===== src/rtl/srp_pkg.sv =====
package srp_pkg;
    localparam int DATA_W = 8;
    localparam int ADDR_W = 6;

    typedef struct packed {
        logic              rd;
        logic              burst;
        logic [ADDR_W-1:0] addr;
    } cmd_t;

    typedef enum logic {
        PH_CMD  = 1'b0,
        PH_DATA = 1'b1
    } phase_t;

    function automatic cmd_t decode_cmd(input logic [DATA_W-1:0] b);
        return cmd_t'(b);
    endfunction
endpackage


===== src/rtl/srp_sync.sv =====
module srp_sync #(
    parameter int WIDTH  = 3,
    parameter int STAGES = 2
) (
    input  logic             clk,
    input  logic             rst,
    input  logic [WIDTH-1:0] d,
    output logic [WIDTH-1:0] q
);
    logic [WIDTH-1:0] st [STAGES];

    always_ff @(posedge clk) begin
        if (rst) begin
            for (int i = 0; i < STAGES; i++) st[i] <= '0;
        end else begin
            st[0] <= d;
            for (int i = 1; i < STAGES; i++) st[i] <= st[i-1];
        end
    end

    assign q = st[STAGES-1];
endmodule


===== src/rtl/srp_shift.sv =====
module srp_shift
    import srp_pkg::*;
#(
    parameter int DW = DATA_W
) (
    input  logic          clk,
    input  logic          rst,
    input  logic          sel_s,
    input  logic          sclk_s,
    input  logic          sdi_s,
    input  logic          load,
    input  logic [DW-1:0] load_data,
    output logic          sdo,
    output logic          byte_done,
    output logic [DW-1:0] rx_byte
);
    localparam int CNT_W = $clog2(DW);
    localparam logic [CNT_W-1:0] LAST = CNT_W'(DW - 1);

    logic             sclk_q;
    logic [CNT_W-1:0] cnt_q;
    logic [DW-1:0]    rx_sh_q;
    logic [DW-1:0]    tx_q;
    logic             rise, fall;

    assign rise = sel_s &  sclk_s & ~sclk_q;
    assign fall = sel_s & ~sclk_s &  sclk_q;

    always_ff @(posedge clk) begin
        if (rst) sclk_q <= 1'b0;
        else     sclk_q <= sclk_s;
    end

    always_ff @(posedge clk) begin
        if (rst || !sel_s) begin
            cnt_q     <= '0;
            rx_sh_q   <= '0;
            tx_q      <= '0;
            byte_done <= 1'b0;
            rx_byte   <= '0;
        end else begin
            byte_done <= 1'b0;
            if (rise) begin
                rx_sh_q <= {rx_sh_q[DW-2:0], sdi_s};
                if (cnt_q == LAST) begin
                    cnt_q     <= '0;
                    byte_done <= 1'b1;
                    rx_byte   <= {rx_sh_q[DW-2:0], sdi_s};
                    tx_q      <= '0;
                end else begin
                    cnt_q <= cnt_q + CNT_W'(1);
                end
            end
            if (fall && cnt_q != '0) tx_q <= {tx_q[DW-2:0], 1'b0};
            if (load) tx_q <= load_data;
        end
    end

    assign sdo = tx_q[DW-1];

    // a finished byte leaves the bit counter at the start of the next byte
    a_r2_count_restart: assert property (@(posedge clk) disable iff (rst)
        byte_done |-> (cnt_q == '0));

    // the output bit only moves on a falling edge, a byte end or a load
    a_r2_tx_hold: assert property (@(posedge clk) disable iff (rst || !sel_s)
        (!rise && !fall && !load) |=> $stable(tx_q));
endmodule


===== src/rtl/srp_ctrl.sv =====
module srp_ctrl
    import srp_pkg::*;
(
    input  logic              clk,
    input  logic              rst,
    input  logic              sel_s,
    input  logic              byte_done,
    input  logic [DATA_W-1:0] rx_byte,
    output logic              load,
    output logic [DATA_W-1:0] load_data,
    output logic [ADDR_W-1:0] reg_addr,
    output logic              reg_we,
    output logic [DATA_W-1:0] reg_wdata,
    input  logic [DATA_W-1:0] reg_rdata
);
    phase_t            phase_q;
    cmd_t              cmd_q;
    cmd_t              rx_cmd;
    logic [ADDR_W-1:0] addr_q;
    logic [ADDR_W-1:0] waddr_q;
    logic              we_q;
    logic              load_q;

    assign rx_cmd = decode_cmd(rx_byte);

    always_ff @(posedge clk) begin
        if (rst || !sel_s) begin
            phase_q   <= PH_CMD;
            cmd_q     <= '0;
            addr_q    <= '0;
            waddr_q   <= '0;
            we_q      <= 1'b0;
            reg_wdata <= '0;
            load_q    <= 1'b0;
        end else begin
            we_q   <= 1'b0;
            load_q <= 1'b0;
            if (byte_done) begin
                if (phase_q == PH_CMD) begin
                    cmd_q   <= rx_cmd;
                    addr_q  <= rx_cmd.addr;
                    phase_q <= PH_DATA;
                    load_q  <= rx_cmd.rd;
                end else begin
                    if (!cmd_q.rd) begin
                        we_q      <= 1'b1;
                        reg_wdata <= rx_byte;
                        waddr_q   <= addr_q;
                    end
                    if (cmd_q.burst) begin
                        addr_q <= addr_q + ADDR_W'(1);
                        load_q <= cmd_q.rd;
                    end else begin
                        phase_q <= PH_CMD;
                    end
                end
            end
        end
    end

    assign reg_we    = we_q;
    assign reg_addr  = we_q ? waddr_q : addr_q;
    assign load      = load_q;
    assign load_data = reg_rdata;

    // one strobe per data byte
    a_r5_we_single: assert property (@(posedge clk) disable iff (rst)
        reg_we |=> !reg_we);

    // burst steps the address by one, modulo 64
    a_r6_burst_step: assert property (@(posedge clk) disable iff (rst)
        (sel_s && byte_done && phase_q == PH_DATA && cmd_q.burst)
        |=> (addr_q == $past(addr_q) + ADDR_W'(1)));

    // without burst one data byte returns to command decoding
    a_r7_back_to_cmd: assert property (@(posedge clk) disable iff (rst)
        (sel_s && byte_done && phase_q == PH_DATA && !cmd_q.burst)
        |=> (phase_q == PH_CMD));

    // output is loaded only under a read command
    a_r4_load_on_read: assert property (@(posedge clk) disable iff (rst)
        load |-> cmd_q.rd);

    // a dropped select leaves no write and a command phase
    a_r9_abort: assert property (@(posedge clk) disable iff (rst)
        !sel_s |=> (phase_q == PH_CMD && !reg_we));
endmodule


===== src/rtl/serial_regport.sv =====
module serial_regport
    import srp_pkg::*;
#(
    parameter int SYNC_STAGES = 2
) (
    input  logic              clk,
    input  logic              rst,
    input  logic              sel,
    input  logic              sclk,
    input  logic              sdi,
    output logic              sdo,
    output logic              sdo_oe,
    output logic [ADDR_W-1:0] reg_addr,
    output logic              reg_we,
    output logic [DATA_W-1:0] reg_wdata,
    input  logic [DATA_W-1:0] reg_rdata
);
    logic [2:0]        pins_s;
    logic              sel_s, sclk_s, sdi_s;
    logic              load, byte_done, sdo_raw;
    logic [DATA_W-1:0] load_data, rx_byte;

    srp_sync #(.WIDTH(3), .STAGES(SYNC_STAGES)) u_sync (
        .clk(clk), .rst(rst), .d({sel, sclk, sdi}), .q(pins_s)
    );
    assign {sel_s, sclk_s, sdi_s} = pins_s;

    srp_shift #(.DW(DATA_W)) u_shift (
        .clk(clk), .rst(rst), .sel_s(sel_s), .sclk_s(sclk_s), .sdi_s(sdi_s),
        .load(load), .load_data(load_data), .sdo(sdo_raw),
        .byte_done(byte_done), .rx_byte(rx_byte)
    );

    srp_ctrl u_ctrl (
        .clk(clk), .rst(rst), .sel_s(sel_s), .byte_done(byte_done),
        .rx_byte(rx_byte), .load(load), .load_data(load_data),
        .reg_addr(reg_addr), .reg_we(reg_we), .reg_wdata(reg_wdata),
        .reg_rdata(reg_rdata)
    );

    assign sdo_oe = sel_s;
    assign sdo    = sel_s & sdo_raw;

    // output is released only after the select has dropped
    a_r9_oe_follows_sel: assert property (@(posedge clk) disable iff (rst)
        (!sel && $past(!sel) && $past(!sel, 2)) |-> !sdo_oe);
endmodule


===== config.mk =====
export PLATFORM = sky130hd
export DESIGN_NAME = serial_regport
export DESIGN_NICKNAME = d
export VERILOG_FILES = /design/src/rtl/srp_pkg.sv /design/src/rtl/srp_sync.sv /design/src/rtl/srp_shift.sv /design/src/rtl/srp_ctrl.sv /design/src/rtl/serial_regport.sv
export SDC_FILE = /design/constraint.sdc
export NUM_CORES = 1
export LEC_CHECK = 0
export CAP_MARGIN = 20
export CORE_MARGIN = 2
export CORE_UTILIZATION = 57
export CTS_BUF_LIST = sky130_fd_sc_hd__clkbuf_2 sky130_fd_sc_hd__clkbuf_4 sky130_fd_sc_hd__clkbuf_8
export CTS_CLUSTER_DIAMETER = 150
export DETAILED_ROUTE_END_ITERATION = 16
export PLACE_DENSITY = 0.82
export SLEW_MARGIN = 20
export SYNTH_ARGS = -nofsm -noshare
export SYNTH_HDL_FRONTEND = slang
export SYNTH_SLANG_ARGS = --single-unit

===== constraint.sdc =====
create_clock -name clk -period 2 [get_ports clk]
set_input_delay 0.4 -clock clk [delete_from_list [all_inputs] [get_ports clk]]
set_output_delay 0.4 -clock clk [all_outputs]
set_load 0.03 [all_outputs]

==> results of run 1 <==
## through the flow
stage                     utilization  cell area, um^2
final                           0.714             2860
after global routing            0.714             2860
after CTS                       0.714             2860
after detailed placement        0.669             2680
after global placement          0.669             2680
after floorplan                     -             2360
## registers in the layout (all words and copies together) (netlist names)
signal and flops:
u_shift.byte_done 1, u_shift.tx_q 8, u_shift.sclk_q 1, u_ctrl.waddr_q 6, u_ctrl.cmd_q 2, u_ctrl.reg_wdata 8
u_shift.cnt_q 3, u_sync.st 6, u_ctrl.reg_we 1, u_ctrl.load 1, u_ctrl.addr_q 6, u_shift.rx_sh_q 7
u_ctrl.phase_q 1, u_shift.rx_byte 8
## logic make-up after synthesis
logic type      Yosys count
buf+inv                  21
mux                      18
xor+xnor                  1
flops                    59
compound gates           51
fa+ha+maj                 4
simple gates            105
## report_power, final
group	internal, uW	switching, uW	leakage (uW)
clock network	518	477	0.0000880
registers	1180	2.76	0.000477
logic	32.9	23.6	0.000452
total	1730	503	0.00102
## how the worst min path moves through the flow
stage / from / cells after the start / slack, ps / endpoint
finish: u_sync.st[0][2]$_SDFF_PP0_ / 1 / 440 / u_sync.st[0][5]$_SDFF_PP0_
global route: u_sync.st[0][2]$_SDFF_PP0_ / 1 / 460 / u_sync.st[0][5]$_SDFF_PP0_
CTS: u_sync.st[0][2]$_SDFF_PP0_ / 1 / 440 / u_sync.st[0][5]$_SDFF_PP0_
detailed placement: u_sync.st[0][2]$_SDFF_PP0_ / 1 / 430 / u_sync.st[0][5]$_SDFF_PP0_
global placement: u_sync.st[0][1]$_SDFF_PP0_ / 1 / 420 / u_sync.st[0][4]$_SDFF_PP0_
floorplan: u_sync.st[0][0]$_SDFF_PP0_ / 1 / 410 / u_sync.st[0][3]$_SDFF_PP0_
## area by class of cell
cell class | count | area, um^2 | share of cell area
Tap cell | 50 | 62.6 | 0.0219
Multi-Input combinational cell | 179 | 1070 | 0.374
Clock inverter | 5 | 36.3 | 0.0127
Sequential cell | 59 | 1180 | 0.414
Timing Repair Buffer | 35 | 340 | 0.119
Inverter | 4 | 15.0 | 0.00525
Clock buffer | 11 | 151 | 0.0530
## layout by cell type (no fill, tap or decap), types with 2 or more instances in the layout
cell type        synthesis  routed
nand3_1                  9       9
clkbuf_8                 0      11
clkdlybuf4s50_1          0      23
dfxtp_1                 59      58
a21oi_1                 28      28
a222oi_1                 7       7
ha_1                     4       4
nor2b_1                 10      10
nor2_1                  24      24
nand2b_1                 2       2
nor3_1                   3       3
a31oi_1                  2       2
dlygate4sd2_1            0       6
mux2_2                   5       5
a211oi_1                 4       4
mux2i_1                 13      13
o21ai_0                  3       3
clkinvlp_4               0       3
inv_1                    4       4
nand2_1                 45      45
buf_4                    2       5
## worst max-delay path: stages (launching register included)
cell             delay, ps
dfxtp_1                350
and2_1                 130
clkdlybuf4s50_1        660
## metal layers
layer	vias to the layer above	global-route usage	part of all wire
li1	953	-	-
met4	0	0.123	0.022
met2	40	0.394	0.50
met3	8	0.0592	0.036
met1	943	0.263	0.44
met5	-	0	0
==> impl_metrics.toml, run 1 <==
[clocking]
cts_buffers = 9
postCtsSetupRepairBufs = 0
clockBufferDepth = 2
cts_tree = "yes"
cts-root-buf = "clkbuf_8"
cts_hold_buf = 0
clk_latency_ps = 340
cts-resized-gates = 7
numClockSinks = 59
clkSlewWorstSetupHoldPaths_ps = 60
h-tree-depth = 3

[final_layout]
antenna_cells = 0
layout-drive-gt1-share = 0.113
fillers = 309
fin_cells = 343
syn_to_final_growth_pct = 21.2
layout.nets = 305

[setup_path]
cp.required_ps = 1600
r2r_slack_ps = 390
cp-startpoint = "u_sync.st[0][5]$_SDFF_PP0_"
rr_worst_depth = 5
critPathArrivalTime_ps = 1480
cp-endpoint = "sdo"
r2r-end = "u_shift.tx_q[5]$_SDFFE_PP0P_"
end_kind = "output pin"
crit_type = "reg2out"
start_kind = "register"
reg2reg_from = "u_shift.cnt_q[0]$_SDFFE_PP0N_"
path_max_fanout = 3

[power]
vdd_drop_max_mv = 0.731
cellPowerDensity_mw_per_mm2 = 782
total_power_uw = 2230
leakage_uw = 0.00102

[global_routing]
grt.total_usage = 0.231
antenna_found_initial = 0
grt_pass1_wl_um = 7800
grt_max_degree = 47
overflow = 0
grt_pass1_vias = 1803

[floorplan]
die_x_um = 68.3
die_area_mm2 = 0.00467
io_pins = 30
core_area_mm2 = 0.00400
initial_core_util = 0.590
fp.dieH_um = 68.3
rows = 23

[logic_synthesis]
synth_compound_area_frac = 0.142
synth_top_cell_by_area = "dfxtp_1"
ys_seq_area_frac = 0.501
syn-cell-area_mm2 = 0.00236
ys_top_cells_by_area = "dfxtp_1 (50%), nand2_1 (7.2%), a21oi_1 (5.9%)"
synthAdderAreaFrac = 0.0212
synthMuxAreaShare = 0.0790
synthSimpleGateAreaFrac = 0.207
synth_xor_area_frac = 0.00371
synthFlopType = "dfxtp_1"
yosysTopAreaCellShare = 0.501
yosysMostFrequentCell = "dfxtp_1"
syn-num-nets = 276
yosysWarnings = 0
synthArstFlopShare = 0
synth_top_family_by_area = "simple AND/OR/NAND/NOR gates"
syn_inst = 259
syn_area_per_cell_um2 = 9.11
ys_ff_latch = 59
synth_cell_type_count = 41
synth_edf_count = 0
synth_common_cells = "dfxtp_1 (59), nand2_1 (45), a21oi_1 (28), nor2_1 (24), mux2i_1 (13)"

[worst_hold_path]
hold_class = "reg2reg"

[placed_design]
place_congestion = 0.906
place_inst = 327
hpwlAfterDp_um = 3190
port_buffers = 29
pre_cts_ws_ps = 142

[detailed_routing]
drt_pre_antenna_iters = 7
drt-vias-per-instance = 5.67
route.detailed.drc = 0
first_iter_violations = 188
routed_wl_um = 4750
ant_nets = 0
vias = 1944
wl_per_cell_um = 13.8

[flow_run]
drv_cap = 0

[timing]
setup_slack_ps = 124
min_period_over_period = 0.938
period_minus_slack_ps = 1880
report.final.slew_viol_count = 0
skew_ps = 5.86
max_freq_mhz = 533
finalHoldViolCount = 0
setup_violations = 0
worst_slew_margin_rel = 0.619
whs_ps = 438
finalSetupTns_ps = 0
rsz0062_at_grt = "false"
worst_pin_slew_ps = 570

[status]
status = "finished clean"
No activity file was read; power rests on OpenSTA's default activity.
==> run 2, diff against run 1 <==
- RECOVER_POWER: unset -> 25
==> run 2 against run 1 <==
Fmax up 0.26%; first-iteration DRC count unchanged; sequential power about the same; cell count unchanged; sequential share of layout area up 0.27 points; power down 0.37%; clock power down 0.4%; critical path depth unchanged.
==> impl_metrics.toml, run 2 (synthesis results as in run 1) <==
[floorplan]
core_area_mm2 = 0.00400
io_pins = 30
rows = 23
die_x_um = 68.3
fp.dieH_um = 68.3
die_area_mm2 = 0.00467
initial_core_util = 0.590

[timing]
report.final.slew_viol_count = 0
setup_violations = 0
skew_ps = 7.47
finalSetupTns_ps = 0
max_freq_mhz = 534
finalHoldViolCount = 0
setup_slack_ps = 129
period_minus_slack_ps = 1870
worst_slew_margin_rel = 0.396
min_period_over_period = 0.936
worst_pin_slew_ps = 905
rsz0062_at_grt = "false"

[clocking]
cts_tree = "yes"
cts_buffers = 9
h-tree-depth = 3
postCtsSetupRepairBufs = 0
cts-resized-gates = 7
clkSlewWorstSetupHoldPaths_ps = 60
clockBufferDepth = 2
cts_hold_buf = 0
numClockSinks = 59
clk_latency_ps = 330
cts-root-buf = "clkbuf_8"

[final_layout]
fillers = 313
layout-drive-gt1-share = 0.109
syn_to_final_growth_pct = 20.4
antenna_cells = 0
final_common_cell = "dfxtp_1"
multi_input_area_mm2 = 0.00107
mostFrequentLayoutCells = "dfxtp_1 (58), nand2_1 (45), a21oi_1 (28), nor2_1 (24), clkdlybuf4s50_1 (22)"
fin_cells = 343
layout.nets = 305
ff_latch_area_mm2 = 0.00118
top_regs = "u_ctrl.reg_wdata: 8 flops, u_shift.rx_byte: 8 flops, u_shift.tx_q: 8 flops"

[global_routing]
grt.total_usage = 0.231
grt_max_degree = 47
overflow = 0
antenna_found_initial = 0
grt_pass1_wl_um = 7800
grt_pass1_vias = 1803

[detailed_routing]
route.detailed.drc = 0
ant_nets = 0
wl_per_cell_um = 13.8
vias = 1937
first_iter_violations = 188
routed_wl_um = 4740
drt_pre_antenna_iters = 5
drt-vias-per-instance = 5.65

[setup_path]
start_kind = "register"
path_max_fanout = 3
rr_worst_depth = 4
critPathArrivalTime_ps = 1470
crit_type = "reg2out"
end_kind = "output pin"
cp.required_ps = 1600

[flow_run]
drv_cap = 0

[power]
leakage_uw = 0.00101
intPower_uw = 1730
p_sw_uw = 498
vdd_drop_max_mv = 0.731
p_comb_frac = 0.024
cellPowerDensity_mw_per_mm2 = 784
clkPwrFrac = 0.444
p_sw_frac = 0.223
pwr-share-seq = 0.532

[status]
status = "finished clean"

[placed_design]
place_congestion = 0.906
pre_cts_ws_ps = 142
port_buffers = 29
hpwlAfterDp_um = 3190
place_inst = 327

[worst_hold_path]
hold_class = "reg2reg"
whs_path_depth = 1
[run 2: per-stage QoR]
stage	util	total power (uW)	hold WS (ps)	cell area [um^2]
5_1_grt	0.710	2300	462	2840
4_1_cts	0.714	2250	445	2860
3_3_place_gp	0.669	1270	419	2680
3_5_place_dp	0.669	1270	430	2680
6_report	0.710	2230	438	2840
2_1_floorplan	-	1230	414	2360
[run 2: worst max-delay path: stages, from the launching register on]
cell and delay, ps:
dfxtp_1 350, and2_1 130, clkdlybuf4s50_1 660
[run 2: final timing paths]
path / startpoint / endpoint / slack [ps]
min reg2reg: u_sync.st[0][2]$_SDFF_PP0_ / u_sync.st[0][5]$_SDFF_PP0_ / 440
max reg2reg: u_sync.st[0][5]$_SDFF_PP0_ / u_ctrl.addr_q[2]$_SDFFE_PP0P_ / 360
min: u_sync.st[0][2]$_SDFF_PP0_ / u_sync.st[0][5]$_SDFF_PP0_ / 440
max: u_sync.st[0][5]$_SDFF_PP0_ / sdo / 130
[run 2: power groups by stage]
stage	registers [uW]	logic, uW	clock network (uW)
after CTS	1180	56.5	1010
after detailed placement	1210	56.4	0
after global placement	1210	55.8	0
final	1180	53.1	990
after floorplan	1210	21.6	0
after global routing	1180	56.6	1060
[run 2: layout make-up]
class                      count  area share
inverter                       4     0.00529
tap                           50      0.0220
clock inverter                 5      0.0128
sequential                    59       0.416
multi-input combinational    179       0.377
timing repair buffer          35       0.113
clock buffer                  11      0.0533
[run 2: routing by layer]
| metal | up-vias | global-route usage | share of wire |
|---|---|---|---|
| met5 | - | 0 | 0 |
| met4 | 0 | 0.123 | 0.017 |
| met3 | 7 | 0.0592 | 0.042 |
| met2 | 44 | 0.394 | 0.51 |
| met1 | 934 | 0.263 | 0.43 |
| li1 | 952 | - | - |
==> run 3, diff against run 2 <==
- CORE_UTILIZATION: 57 -> 50
- PLACE_DENSITY: 0.82 -> 0.73
==> run 3 against run 2 <==
Power is 16% higher; largest power group is now the clock network; sequential power hardly changed; largest cell class unchanged; core utilization is 5.7 points lower; worst hold slack worse by 3.7 ps; cell count is 0.58% higher; fmax is 1.8% lower.
==> impl_metrics.toml, run 3 (synthesis results as in run 1) <==
[status]
status = "finished clean"

[setup_path]
crit_chain = "clkdlybuf4s50_1"
path_buf_inv = 1
r2r_slack_ps = 310
rr_worst_depth = 4
end_kind = "output pin"
cp-endpoint = "sdo_oe"
slowest_delay_ps = 710
cp-startpoint = "u_sync.st[0][5]$_SDFF_PP0_"
reg2reg_from = "u_sync.st[0][5]$_SDFF_PP0_"
cp.required_ps = 1600
path_max_fanout = 7
r2r-end = "u_ctrl.addr_q[0]$_SDFFE_PP0P_"
cp_slowest_cell = "clkdlybuf4s50_1"
start_kind = "register"
critPathArrivalTime_ps = 1500
crit_type = "reg2out"
path_depth = 1
critical_path.top_delay_family = "buffers and inverters"

[timing]
finalSetupTns_ps = 0
finalHoldViolCount = 0
setup_slack_ps = 95.1
rsz0062_at_grt = "false"
min_period_over_period = 0.952
skew_ps = 6.98
setup_violations = 0
report.final.slew_viol_count = 0
worst_pin_slew_ps = 926
max_freq_mhz = 525
period_minus_slack_ps = 1900
worst_slew_margin_rel = 0.383

[clocking]
cts_tree = "yes"
cts_buffers = 9
cts_hold_buf = 0
clkSlewWorstSetupHoldPaths_ps = 60
cts-root-buf = "clkbuf_8"
numClockSinks = 59
clockBufferDepth = 2
h-tree-depth = 3
clk_latency_ps = 340

[placed_design]
port_buffers = 29
hpwlAfterDp_um = 3130
pre_cts_ws_ps = 117
place_congestion = 0.825

[floorplan]
initial_core_util = 0.531
die_area_mm2 = 0.00528
io_pins = 30
die_x_um = 72.7
rows = 24
fp.dieH_um = 72.7
core_area_mm2 = 0.00444

[detailed_routing]
vias = 1860
first_iter_violations = 147
routed_wl_um = 4840
ant_nets = 0
route.detailed.drc = 0
drt_pre_antenna_iters = 5
wl_per_cell_um = 14.0
drt-vias-per-instance = 5.39

[final_layout]
layout-drive-gt1-share = 0.109
layout.nets = 305
multi_input_area_mm2 = 0.00107
top_regs = "u_ctrl.reg_wdata: 8 flops, u_shift.rx_byte: 8 flops, u_shift.tx_q: 8 flops"
ff_latch_area_mm2 = 0.00118
mostFrequentLayoutCells = "dfxtp_1 (58), nand2_1 (45), a21oi_1 (28), nor2_1 (24), clkdlybuf4s50_1 (21)"
final_common_cell = "dfxtp_1"
fillers = 377
syn_to_final_growth_pct = 23.0
antenna_cells = 0

[global_routing]
grt.total_usage = 0.203
grt_pass1_wl_um = 8160
antenna_found_initial = 0
grt_pass1_vias = 1791
grt_max_degree = 47
overflow = 0

[worst_hold_path]
hold_class = "reg2reg"
worstHoldStart = "u_sync.st[0][0]$_SDFF_PP0_"

[flow_run]
drv_cap = 0

[power]
p_sw_frac = 0.194
vdd_drop_max_mv = 0.655
clkPwrFrac = 0.519
p_comb_frac = 0.020
cellPowerDensity_mw_per_mm2 = 886
pwr-share-seq = 0.461
leakage_uw = 0.00104
intPower_uw = 2070
p_sw_uw = 498
-- run 3: cell types whose count changed in the layout (fill, tap and decap cells not counted), sizes merged --
cell	delta
bufinv	+3
clkinvlp	-2
clkbuf	-1
clkdlybuf4s50	-1
dlygate4sd2	+1
-- run 3: final cells by class --
type,count,area share
timing repair buffer,35,0.110
sequential,59,0.408
multi-input combinational,179,0.369
clock buffer,10,0.0474
inverter,4,0.00517
tap,52,0.0224
clock inverter,6,0.0384
-- run 3: repair_timing --
| item | in CTS | in global routing |
|---|---|---|
| hold endpoints to repair | 0 | 0 |
| setup endpoints to repair | 8 | 0 |
| buffers inserted | 0 | 0 |
| gates resized for setup | 8 | 0 |
-- run 3: stage by stage --
stage	hold WS, ps	instances	util	area (um^2)	power, uW
after floorplan	414	259	-	2360	1230
after global placement	419	329	0.603	2680	1270
after detailed placement	426	329	0.603	2680	1270
after CTS	435	345	0.657	2920	2610
after global routing	456	345	0.653	2900	2650
final	434	345	0.653	2900	2570
-- run 3: power groups by stage --
stage	registers [uW]	clock network, uW	logic (uW)
floorplan	1210	0	21.6
global placement	1210	0	55.1
detailed placement	1210	0	55.2
CTS	1180	1370	56.0
global route	1180	1410	55.8
finish	1180	1330	52.0
-- run 3: how the worst min path moves through the flow --
stage / to / slack (ps) / cells past startpoint
after global placement: u_sync.st[0][5]$_SDFF_PP0_ / 420 / 1
after floorplan: u_sync.st[0][3]$_SDFF_PP0_ / 410 / 1
after detailed placement: u_sync.st[0][4]$_SDFF_PP0_ / 430 / 1
final: u_sync.st[0][3]$_SDFF_PP0_ / 430 / 1
after global routing: u_sync.st[0][3]$_SDFF_PP0_ / 460 / 1
after CTS: u_sync.st[0][3]$_SDFF_PP0_ / 430 / 1
-- run 3: per-layer routing --
metal / wire, um / global-route usage
met5: 0 / 0
met4: 90 / 0.0926
met3: 243 / 0.0732
met2: 2280 / 0.326
met1: 2230 / 0.243
